===== src/rtl/mesi_pkg.sv =====
package mesi_pkg;

    typedef enum logic [1:0] {
        LS_INV = 2'b00,
        LS_SHR = 2'b01,
        LS_EXC = 2'b10,
        LS_MOD = 2'b11
    } line_state_e;

    typedef enum logic [1:0] {
        OP_NONE = 2'b00,
        OP_RD   = 2'b01,
        OP_RDX  = 2'b10,
        OP_UPG  = 2'b11
    } bus_op_e;

    typedef enum logic [1:0] {
        PH_IDLE = 2'b00,
        PH_ARB  = 2'b01,
        PH_XFER = 2'b10
    } req_phase_e;

endpackage


===== src/rtl/mesi_req_tracker.sv =====
module mesi_req_tracker
    import mesi_pkg::*;
(
    input  logic        clk,
    input  logic        rst_n,
    input  logic        req_valid,
    input  logic        req_write,
    input  logic        snoop_active,
    input  line_state_e cur_state,
    input  logic        gnt,
    input  logic        done,
    input  logic        shared_in,
    output logic        busy,
    output logic        hit,
    output logic        miss,
    output logic        hit_write_exc,
    output logic        in_xfer,
    output logic        bus_req,
    output bus_op_e     bus_op,
    output logic        commit,
    output line_state_e commit_state
);

    req_phase_e phase_q;
    bus_op_e    pend_op_q;
    bus_op_e    want_op;
    bus_op_e    eff_op;
    logic       accept;

    // Classification of a request against the present line state
    always_comb begin
        want_op = OP_NONE;
        unique case (cur_state)
            LS_INV:  want_op = req_write ? OP_RDX : OP_RD;
            LS_SHR:  want_op = req_write ? OP_UPG : OP_NONE;
            LS_EXC:  want_op = OP_NONE;
            LS_MOD:  want_op = OP_NONE;
            default: want_op = OP_NONE;
        endcase
    end

    // An upgrade whose line vanished must refetch the data
    assign eff_op = (pend_op_q == OP_UPG && cur_state == LS_INV) ? OP_RDX : pend_op_q;

    // Phase register
    always_ff @(posedge clk) begin
        if (!rst_n) begin
            phase_q   <= PH_IDLE;
            pend_op_q <= OP_NONE;
        end else begin
            unique case (phase_q)
                PH_IDLE: begin
                    if (accept && want_op != OP_NONE) begin
                        phase_q   <= PH_ARB;
                        pend_op_q <= want_op;
                    end
                end
                PH_ARB: begin
                    pend_op_q <= eff_op;
                    if (gnt) phase_q <= PH_XFER;
                end
                PH_XFER: begin
                    if (done) begin
                        phase_q   <= PH_IDLE;
                        pend_op_q <= OP_NONE;
                    end
                end
                default: phase_q <= PH_IDLE;
            endcase
        end
    end

    // Outputs
    always_comb begin
        busy          = (phase_q != PH_IDLE) || snoop_active;
        accept        = req_valid && !busy;
        hit           = accept && (want_op == OP_NONE);
        miss          = accept && (want_op != OP_NONE);
        hit_write_exc = hit && req_write && (cur_state == LS_EXC);
        in_xfer       = (phase_q == PH_XFER);
        bus_req       = (phase_q == PH_ARB);
        bus_op        = OP_NONE;
        commit        = 1'b0;
        commit_state  = LS_INV;
        unique case (phase_q)
            PH_IDLE: bus_op = OP_NONE;
            PH_ARB:  bus_op = eff_op;
            PH_XFER: begin
                bus_op = pend_op_q;
                commit = done;
                if (pend_op_q == OP_RD)
                    commit_state = shared_in ? LS_SHR : LS_EXC;
                else
                    commit_state = LS_MOD;
            end
            default: bus_op = OP_NONE;
        endcase
    end

endmodule


===== src/rtl/mesi_snoop_decode.sv =====
module mesi_snoop_decode
    import mesi_pkg::*;
(
    input  logic        snoop_valid,
    input  logic        in_xfer,
    input  bus_op_e     snoop_op,
    input  line_state_e cur_state,
    output logic        shared_out,
    output logic        supply,
    output logic        wb,
    output logic        apply,
    output line_state_e next_state
);

    logic active;
    assign active = snoop_valid && !in_xfer;

    always_comb begin
        shared_out = 1'b0;
        supply     = 1'b0;
        wb         = 1'b0;
        apply      = 1'b0;
        next_state = cur_state;
        if (active) begin
            unique case (cur_state)
                LS_INV: begin
                    next_state = LS_INV;
                end
                LS_SHR: begin
                    if (snoop_op == OP_RD) begin
                        shared_out = 1'b1;
                    end else if (snoop_op != OP_NONE) begin
                        apply      = 1'b1;
                        next_state = LS_INV;
                    end
                end
                LS_EXC: begin
                    if (snoop_op == OP_RD) begin
                        shared_out = 1'b1;
                        supply     = 1'b1;
                        apply      = 1'b1;
                        next_state = LS_SHR;
                    end else if (snoop_op != OP_NONE) begin
                        apply      = 1'b1;
                        next_state = LS_INV;
                    end
                end
                LS_MOD: begin
                    if (snoop_op == OP_RD) begin
                        shared_out = 1'b1;
                        supply     = 1'b1;
                        wb         = 1'b1;
                        apply      = 1'b1;
                        next_state = LS_SHR;
                    end else if (snoop_op == OP_RDX) begin
                        supply     = 1'b1;
                        apply      = 1'b1;
                        next_state = LS_INV;
                    end
                end
                default: next_state = LS_INV;
            endcase
        end
    end

endmodule


===== src/rtl/mesi_state_reg.sv =====
module mesi_state_reg
    import mesi_pkg::*;
(
    input  logic        clk,
    input  logic        rst_n,
    input  logic        commit,
    input  line_state_e commit_state,
    input  logic        snoop_apply,
    input  line_state_e snoop_next,
    input  logic        silent_upgrade,
    output line_state_e state_q
);

    line_state_e state_d;

    // Own completion first, then foreign snoop, then a silent E->M write
    always_comb begin
        state_d = state_q;
        if (commit)
            state_d = commit_state;
        else if (snoop_apply)
            state_d = snoop_next;
        else if (silent_upgrade)
            state_d = LS_MOD;
    end

    always_ff @(posedge clk) begin
        if (!rst_n) state_q <= LS_INV;
        else        state_q <= state_d;
    end

endmodule


===== src/rtl/mesi_line_ctrl.sv =====
module mesi_line_ctrl
    import mesi_pkg::*;
(
    input  logic       clk,
    input  logic       rst_n,
    input  logic       cpu_req_valid,
    input  logic       cpu_req_write,
    output logic       cpu_busy,
    output logic       cpu_hit,
    output logic       cpu_miss,
    output logic       cpu_done,
    output logic       bus_req,
    output logic [1:0] bus_req_op,
    input  logic       bus_gnt,
    input  logic       bus_done,
    input  logic       bus_shared_in,
    input  logic       snoop_valid,
    input  logic [1:0] snoop_op,
    output logic       snoop_shared_out,
    output logic       snoop_supply,
    output logic       snoop_wb,
    output logic [1:0] line_state
);

    line_state_e state_q;
    line_state_e commit_state;
    line_state_e snoop_next;
    bus_op_e     snoop_op_e;
    bus_op_e     own_op;
    logic        in_xfer;
    logic        commit;
    logic        snoop_apply;
    logic        silent_upgrade;

    assign snoop_op_e = bus_op_e'(snoop_op);

    mesi_req_tracker u_req (
        .clk           (clk),
        .rst_n         (rst_n),
        .req_valid     (cpu_req_valid),
        .req_write     (cpu_req_write),
        .snoop_active  (snoop_valid),
        .cur_state     (state_q),
        .gnt           (bus_gnt),
        .done          (bus_done),
        .shared_in     (bus_shared_in),
        .busy          (cpu_busy),
        .hit           (cpu_hit),
        .miss          (cpu_miss),
        .hit_write_exc (silent_upgrade),
        .in_xfer       (in_xfer),
        .bus_req       (bus_req),
        .bus_op        (own_op),
        .commit        (commit),
        .commit_state  (commit_state)
    );

    mesi_snoop_decode u_snoop (
        .snoop_valid (snoop_valid),
        .in_xfer     (in_xfer),
        .snoop_op    (snoop_op_e),
        .cur_state   (state_q),
        .shared_out  (snoop_shared_out),
        .supply      (snoop_supply),
        .wb          (snoop_wb),
        .apply       (snoop_apply),
        .next_state  (snoop_next)
    );

    mesi_state_reg u_state (
        .clk            (clk),
        .rst_n          (rst_n),
        .commit         (commit),
        .commit_state   (commit_state),
        .snoop_apply    (snoop_apply),
        .snoop_next     (snoop_next),
        .silent_upgrade (silent_upgrade),
        .state_q        (state_q)
    );

    assign cpu_done   = commit;
    assign bus_req_op = own_op;
    assign line_state = state_q;

endmodule


===== config.mk =====
export PLATFORM = sky130hd
export DESIGN_NAME = mesi_line_ctrl
export DESIGN_NICKNAME = d
export VERILOG_FILES = /design/src/rtl/mesi_pkg.sv /design/src/rtl/mesi_req_tracker.sv /design/src/rtl/mesi_snoop_decode.sv /design/src/rtl/mesi_state_reg.sv /design/src/rtl/mesi_line_ctrl.sv
export SDC_FILE = /design/constraint.sdc
export NUM_CORES = 1
export LEC_CHECK = 0
export CELL_PAD_IN_SITES_DETAIL_PLACEMENT = 0
export CELL_PAD_IN_SITES_GLOBAL_PLACEMENT = 2
export CORE_ASPECT_RATIO = 0.75
export CORE_UTILIZATION = 25
export CTS_CLUSTER_DIAMETER = 40
export DETAILED_ROUTE_END_ITERATION = 16
export PLACE_DENSITY = 0.74
export SLEW_MARGIN = 5
export SYNTH_ARGS = -nofsm -noshare
export SYNTH_HDL_FRONTEND = slang
export SYNTH_SLANG_ARGS = --single-unit

===== constraint.sdc =====
create_clock -name clk -period 2 [get_ports clk]
set_input_delay 0.6 -clock clk [delete_from_list [all_inputs] [get_ports clk]]
set_output_delay 0.6 -clock clk [all_outputs]
set_load 0.01 [all_outputs]

==> run metrics <==
DP Area=1100 µm²; worst-path maximum fanout=5; fillers=249; Max VDD drop=just over 0.4 mV; Cell variety after synth=33; layout cells sized above 1=a little over half; Comb power frac=69.3%; Row Count=15; pre-CTS setup slack=-0.742 ns; final wirelength=approximately 2200 µm; Setup Viol. Count Final=0; n_diodes=0; register area share after synthesis=18.3%; Layout Skew=0.0107 ns; IO buf count=21; Vert. Die Dim=~46 µm; met1 Resource Use GR=23.4%; Synth-to-Final Area Change=87.5%; grt ovf=0; power density over the cells=850 nW/µm²; WL per Instance=13.0 µm; final instance area=1230 µm²; Critical Path RT=1.40 ns; LEAKAGE=just under 0.6 nW; Hold Crit Class=flip-flop to flip-flop; sw power=0.408 mW; main flop type after synthesis=dfxtp_1; max-cap violations=0; Die Footprint=2840 µm²; largest net degree at the start of global routing=11; Clock Tree Buf Depth=2; Syn Inst Count=77; number of global-route vias before repair=714; maximum level of the CTS H-tree=1; Via-to-Cell Ratio=4.68; status=finished, final reports clean; Placed Cells=roughly 160; DR iter-0 viols=24; post-route setup slack=0.0459 ns; Net Sw Frac=38.9%; dpl hpwl=approximately 1500 µm; Nets=154; Slew Limit Fails=0; gr usage total=between 10% and 20%; Hold Fails Final Rpt=0; fin cells=168; Post-DRT Antenna Nets=0; Num Clock Sinks=6; Tightest Pin Transition=0.349 ns; Setup crit start=u_req.phase_q[1]; Total Power=~1.0 mW; met2 GRT Util=24.1%; Setup crit end kind=primary output; drc violations=0; RePlAce Congestion=0.770; clock root cell=clkbuf_4; EDFF count, synth=0; crit path time final=1.95 ns; TritonCTS clock tree=built; clock power share=around 11%; max_slew headroom=76.6%; min-delay src=u_req.pend_op_q[0]; Most Crowded Layer GR=met2; Reg power frac=roughly a fifth; fraction of registers with async set/reset=0%; setup TNS=0 ns; top post-synthesis cells by area=dfxtp_1 18%, ha_1 15%, o221a_1 5.1%; via count=786; first-pass GRT wire length=3380 µm; Clock Pin Slew Worst Setup and Hold Paths=0.05 ns; hold_ws=0.596 ns; core area=around 2400 µm²; IO Pins=22; Num CTS Buffers=3; WP data arrival=1.35 ns; synth warn=0; Setup CP Type=flip-flop to primary output; DRT Pass-1 Iters=4; hold-fix buffers at CTS=0; Avg Inst Size Synth=8.55 µm²; met3 global-route usage=between 7 and 8%; Initial Util=27.6%; Die W=~60 µm; Worst-Skew Late Latency=around 0.25 ns; antenna violations before repair=0; fmax=512 MHz; internal power=0.641 mW; Layout Utilization=~52%; flops & latches, synth=6; Critical Path Source Type=flip-flop; final worst path period share=between 90% and 100%; Synth area leader=dfxtp_1; Critical R2R Launch=u_req.phase_q[0]; Commonest cells post-synth=8 x ha_1, 8 x nand2_1, 7 x nor2_1; mapped cell area=658 µm²; top cell type's share of synthesized area=18.3%; Synthesized Nets=95
kinds of logic (layout without fill, tap and decap cells):
logic type	after synthesis	count (layout)	share of synthesized area, %
AO/OA/AOI/OAI	19	19	27.9
adder cells (fa/ha/maj)	8	8	15.2
buffers and inverters	8	65	6.84
flip-flops	6	6	18.3
multiplexers	2	2	3.04
AND/OR/NAND/NOR	34	34	28.7
placed cells by master, fill, tap and decap left out, drive strengths merged:
cell type      instances
a21boi                 2
a311o                  2
nand2                  8
a21oi                  1
clkdlybuf4s15          2
o41ai                  1
inv                    5
nor2b                  4
nor4                   1
clkbuf                 4
o221a                  3
nand2b                 2
dfxtp                  6
or2b                   1
a311oi                 1
and3                   1
nor3b                  2
a21bo                  1
ha                     8
nor3                   3
and3b                  1
nor2                   7
o211a                  2
nand4                  1
o21ai                  4
nand3b                 1
dlygate4sd2            4
and2                   1
and2b                  1
mux2i                  2
o221ai                 1
a31o                   1
buf                   45
clkdlybuf4s50          5
worst max-delay path: stages, from the launching register on:
cell	delay, ns
dfxtp_2	0.37
inv_2	0.08
ha_4	0.16
buf_4	0.15
o211a_1	0.21
buf_2	0.13
registers in the layout (all words and copies together) (netlist names):
| signal | cells |
|---|---|
| u_req.phase_q | 2 |
| u_req.pend_op_q | 2 |
| u_state.state_q | 2 |
timing repair:
action                                  4_1_cts  5_1_grt
endpoints found under the setup margin       13        6
pin swaps                                     4        4
setup buffers                                 6        1
resized for setup                            63       11
metal layers:
metal	part of all wire, %	routed length (µm)
met1	49	1080
met2	45	979
met3	5.1	111
met4	0.46	10
met5	0	0
worst paths after layout:
check / end / slack, ns / cells past startpoint
worst max-delay path: bus_req_op[1] / 0.05 / 5
worst min-delay path: u_req.pend_op_q[0] / 0.60 / 1
worst max register to register: u_state.state_q[0] / 0.16 / 11
worst min register to register: u_req.pend_op_q[0] / 0.60 / 1
power groups by stage:
stage | combinational [mW] | sequential [mW] | clock [mW]
after floorplan | 0.317 | 0.197 | 0
after global placement | 0.627 | 0.193 | 0
after detailed placement | 0.633 | 0.192 | 0
after CTS | 0.688 | 0.196 | 0.119
after global routing | 0.792 | 0.211 | 0.131
final | 0.727 | 0.205 | 0.117
final cells by class:
class | count | area [µm²] | area share [%]
flip-flops and latches | 6 | 123 | 9.94
repair buffers | 57 | 440 | 35.7
inverters | 5 | 21.3 | 1.72
clock buffers | 3 | 22.5 | 1.83
multi-input cells | 63 | 584 | 47.4
well taps | 34 | 42.5 | 3.45
(Power assumes the default switching activity.)
